File: config.mk
export PLATFORM = sky130hd
export DESIGN_NAME = pbank_unit
export DESIGN_NICKNAME = d
export VERILOG_FILES = /design/src/rtl/pbank_pkg.sv /design/src/rtl/pbank_decode.sv /design/src/rtl/pbank_state.sv /design/src/rtl/pbank_pcform.sv /design/src/rtl/pbank_unit.sv
export SDC_FILE = /design/constraint.sdc
export NUM_CORES = 1
export LEC_CHECK = 0
export ABC_CLOCK_PERIOD_IN_PS = 1100
export BUFFER_PORTS_ARGS = -buffer_cell sky130_fd_sc_hd__buf_2
export CORE_ASPECT_RATIO = 0.9
export CORE_UTILIZATION = 40
export DETAILED_ROUTE_END_ITERATION = 12
export PLACE_DENSITY = 0.85
export SLEW_MARGIN = 20
export SYNTH_ARGS = -nofsm -noshare
export SYNTH_HDL_FRONTEND = slang
export SYNTH_SLANG_ARGS = --single-unit
File: constraint.sdc
create_clock -name clk -period 1.1 [get_ports clk]
set_clock_uncertainty 0.1 [all_clocks]
set_input_delay 0.165 -clock clk [delete_from_list [all_inputs] [get_ports clk]]
set_output_delay 0.165 -clock clk [all_outputs]
set_load 0.02 [all_outputs]
File: src/rtl/pbank_pkg.sv
package pbank_pkg;
  localparam int unsigned OP_W      = 8;
  localparam int unsigned PC_W      = 12;
  localparam int unsigned OFS_W     = PC_W - 1;
  localparam logic [OP_W-1:0] OP_BANK_LO = 8'h63;
  localparam logic [OP_W-1:0] OP_BANK_HI = 8'h73;
  localparam logic [OP_W-1:0] OP_GATE_ON = 8'h33;

  typedef struct packed {
    logic pick_lo;
    logic pick_hi;
    logic gate_set;
  } dec_t;
endpackage

File: src/rtl/pbank_decode.sv
module pbank_decode
  import pbank_pkg::*;
(
  input  logic            valid,
  input  logic [OP_W-1:0] op,
  output dec_t            dec
);
  always_comb begin
    dec.pick_lo  = valid && (op == OP_BANK_LO);
    dec.pick_hi  = valid && (op == OP_BANK_HI);
    dec.gate_set = valid && (op == OP_GATE_ON);
  end
endmodule

File: src/rtl/pbank_state.sv
module pbank_state
  import pbank_pkg::*;
(
  input  logic clk,
  input  logic rst_n,
  input  dec_t dec,
  output logic bank_q,
  output logic gate_q
);
  always_ff @(posedge clk) begin
    if (!rst_n) begin
      bank_q <= 1'b0;
      gate_q <= 1'b0;
    end else begin
      if (dec.pick_hi)      bank_q <= 1'b1;
      else if (dec.pick_lo) bank_q <= 1'b0;
      if (dec.gate_set)     gate_q <= 1'b1;
    end
  end
endmodule

File: src/rtl/pbank_pcform.sv
module pbank_pcform
  import pbank_pkg::*;
(
  input  logic             clk,
  input  logic             rst_n,
  input  logic             load,
  input  logic             bank,
  input  logic [OFS_W-1:0] target,
  output logic [PC_W-1:0]  pc
);
  always_ff @(posedge clk) begin
    if (!rst_n)    pc <= '0;
    else if (load) pc <= {bank, target};
  end
endmodule

File: src/rtl/pbank_unit.sv
module pbank_unit
  import pbank_pkg::*;
(
  input  logic             clk,
  input  logic             rst_n,
  input  logic             op_valid,
  input  logic [OP_W-1:0]  op_byte,
  input  logic             jmp_load,
  input  logic [OFS_W-1:0] jmp_target,
  output logic [PC_W-1:0]  pc_out,
  output logic             gate_en
);
  dec_t dec;
  logic bank_q;

  pbank_decode u_dec (.valid(op_valid), .op(op_byte), .dec(dec));

  pbank_state u_st (
    .clk(clk), .rst_n(rst_n), .dec(dec),
    .bank_q(bank_q), .gate_q(gate_en)
  );

  pbank_pcform u_pc (
    .clk(clk), .rst_n(rst_n), .load(jmp_load), .bank(bank_q),
    .target(jmp_target), .pc(pc_out)
  );
endmodule

==> summary.md <==
| Metric | Value |
|---|---|
| Clock Sinks | `14` |
| Rel. slew slack | `77.0%` |
| CP Cell Sequence | `buf_2` |
| Fraction of synthesized area in multiplexers | `22.2%` |
| RePlAce Congestion | `0.670` |
| Synth cell types | `11` |
| Worst VDD drop | `0.000906 V` |
| I/O pin count | `36` |
| Total negative slack | `0 ns` |
| Outcome | `completed` |
| Synthesized area | `586 um^2` |
| Synth warnings | `0` |
| Clock Tree Buf Depth | `2` |
| WS Path Type | `reg2out` |
| WL per Instance | `10.6 um` |
| Share of cells above drive strength 1 | `48.3%` |
| Max_cap viols | `0` |
| Leading area contributor after synthesis | `dfxtp_1` |
| Clk Tree Root Cell | `clkbuf_4` |
| Hold WS | `0.0312 ns` |
| Clock Latency Late Sink | `0.27 ns` |
| PostCTS Resize Cnt | `0` |
| Top delay family on crit path | `flip-flops` |
| First-pass GRT wire length | `1.70 mm` |
| Critical Path Start | `u_pc.pc[2]` |
| Vias in the first global route | `420` |
| Initial core utilization | `45.3%` |
| Synth Area in Simple Gates | `24.6%` |
| Post-CTS Setup Inserts | `0` |
| CTS tree | `done` |
| Min-Delay Path Class | `in2reg` |
| Post-synthesis sequential area ratio | `47.9%` |
| Pwr per Cell Area | `1240 mW/mm^2` |
| Die Wd | `42.3 um` |
| CTS H-Tree Depth | `1` |
| Core area | `0.00129 mm^2` |
| CP max-delay cell | `dfxtp_1` |
| Post-Synth XOR/XNOR Area | `0%` |
| Final-report max-slew violation count | `0` |
| Vias | `464` |
| Tcrit/Tclk final | `94.4%` |
| Yosys top cell area share | `47.9%` |
| Fin crit period | `1.04 ns` |
| Buf/Inv on CP | `1` |
| Chip Height | `38.3 um` |
| Critical Path Start Type | `register` |
| Reg2reg start | `u_pc.pc[4]` |
| Vias per inst | `4.59` |
| Fin nets | `112` |
| Clk pin slew, worst setup/hold paths | `0.08 ns` |
| Std cell rows | `12` |
| Port Buffer Count | `35` |
| Sequential cell area | `280 um^2` |
| First DRT Iteration DRCs | `3` |
| Leakage | `0.408 nW` |
| CTS buffer count | `3` |
| GRT Overall Usage | `14.8%` |
| Slowest Stage Delay on Critical Path | `0.34 ns` |
| Largest net degree at the start of global routing | `13` |
| Post-Syn Nets | `73` |
| Worst Setup End Kind | `output pin` |
| Max Clk Rate | `963 MHz` |
| Post-Synth Adder-Cell Area | `0%` |
| Leading post-synthesis cells by cell area | `dfxtp_1 48%, mux2i_1 22%, nor2b_1 13%, nand4bb_4 4.7%, nor4_4 3.6%` |
| Placement Cell Area | `774 um^2` |
| RSZ-0062 raised after global routing | `false` |
| Hold-fix buffers at CTS | `0` |
| Crit path required time | `0.83 ns` |
| Worst Tran Pin Value | `0.345 ns` |
| Main combinational cell family by area after synthesis | `simple AND/OR/NAND/NOR gates` |
| Worst Path Arrival | `0.77 ns` |
| Flop and latch count out of synthesis | `14` |
| Routed Antenna Nets | `0` |
| Fillers | `117` |
| Drt pass-1 iters | `2` |
| Layout area overhead | `36.1%` |
| Multi-input gate area | `290 um^2` |
| Critical Path Fanout Max | `2` |
| Post-Route WL | `1.07 mm` |
| Post-route cell area | `797 um^2` |
| Compound-Gate Fraction of Synth Area | `2.78%` |
| Hold Startpoint | `op_byte[7]` |
| Syn Area/Cell | `11.7 um^2` |
| ANT cells | `0` |
| Total congestion overflow | `0` |
| Total die area | `0.00162 mm^2` |
| Hpwl dp | `837 um` |
| Cells after Synth | `50` |
| Fin. Hold Viols | `0` |
| DRC viols | `0` |
| Antenna violations before repair | `0` |
| Setup-failing EPs final | `0` |
worst paths after layout:
path                  to  slack (ns)  cells past startpoint
max reg2reg   u_pc.pc[4]        0.40                      2
max            pc_out[2]        0.06                      1
min reg2reg  u_st.gate_q        0.35                      2
min          u_st.gate_q        0.03                      2
power by group:
part           switching [W]  total [W]  leakage [nW]  internal [W]
Combinational      0.0000879   0.000171         0.279     0.0000827
Clock               0.000147   0.000273        0.0138      0.000127
Sequential         0.0000104   0.000541         0.115      0.000530
per-stage QoR:
stage | total power [W] | util [%] | instances | setup WS, ns
6_report | 0.000985 | 61.7 | 101 | 0.0615
5_1_grt | 0.00104 | 61.7 | 101 | 0.00991
2_1_floorplan | 0.000649 | - | 50 | 0.132
4_1_cts | 0.00100 | 61.7 | 101 | 0.0483
3_3_place_gp | 0.000720 | 60.0 | 98 | 0.0129
3_5_place_dp | 0.000725 | 60.0 | 98 | -0.0103
synthesized netlist by cell type:
cell type,count
buf_4,1
clkbuf_1,1
dfxtp_1,14
inv_1,1
mux2i_1,13
nand2_1,4
nand3_1,1
nand4bb_4,1
nor2b_1,12
nor4_4,1
o41ai_2,1
sequential cells by signal, summed over array words and instances (netlist names):
register and flops:
u_st.bank_q 1, u_st.gate_q 1, u_pc.pc 12
placed cells by master (no fill, tap or decap):
master	instances
dfxtp_1	14
buf_2	35
mux2i_1	13
inv_1	1
buf_4	1
nand2_1	4
clkbuf_4	3
o41ai_2	1
nand3_1	1
nor4_4	1
nand4bb_4	1
nor2b_1	12
cells by family after synthesis:
| kind of cell | Yosys count |
|---|---|
| simple gates | 19 |
| mux | 13 |
| compound gates | 1 |
| buf+inv | 3 |
| flops | 14 |
final cells by class:
| cell class | instances | share of cell area (%) |
|---|---|---|
| multi-input cells | 33 | 36.4 |
| well taps | 14 | 2.20 |
| clock buffers | 3 | 2.83 |
| repair buffers | 36 | 22.9 |
| inverters | 1 | 0.471 |
| flip-flops and latches | 14 | 35.2 |
layer usage:
layer	GRT usage, %	up-vias	wire length (um)
met5	0	-	0
met4	4.69	0	0
met3	8.49	0	65
met2	25.0	19	530
met1	15.8	202	477
li1	-	243	-
No activity file was read; power rests on OpenSTA's default activity.
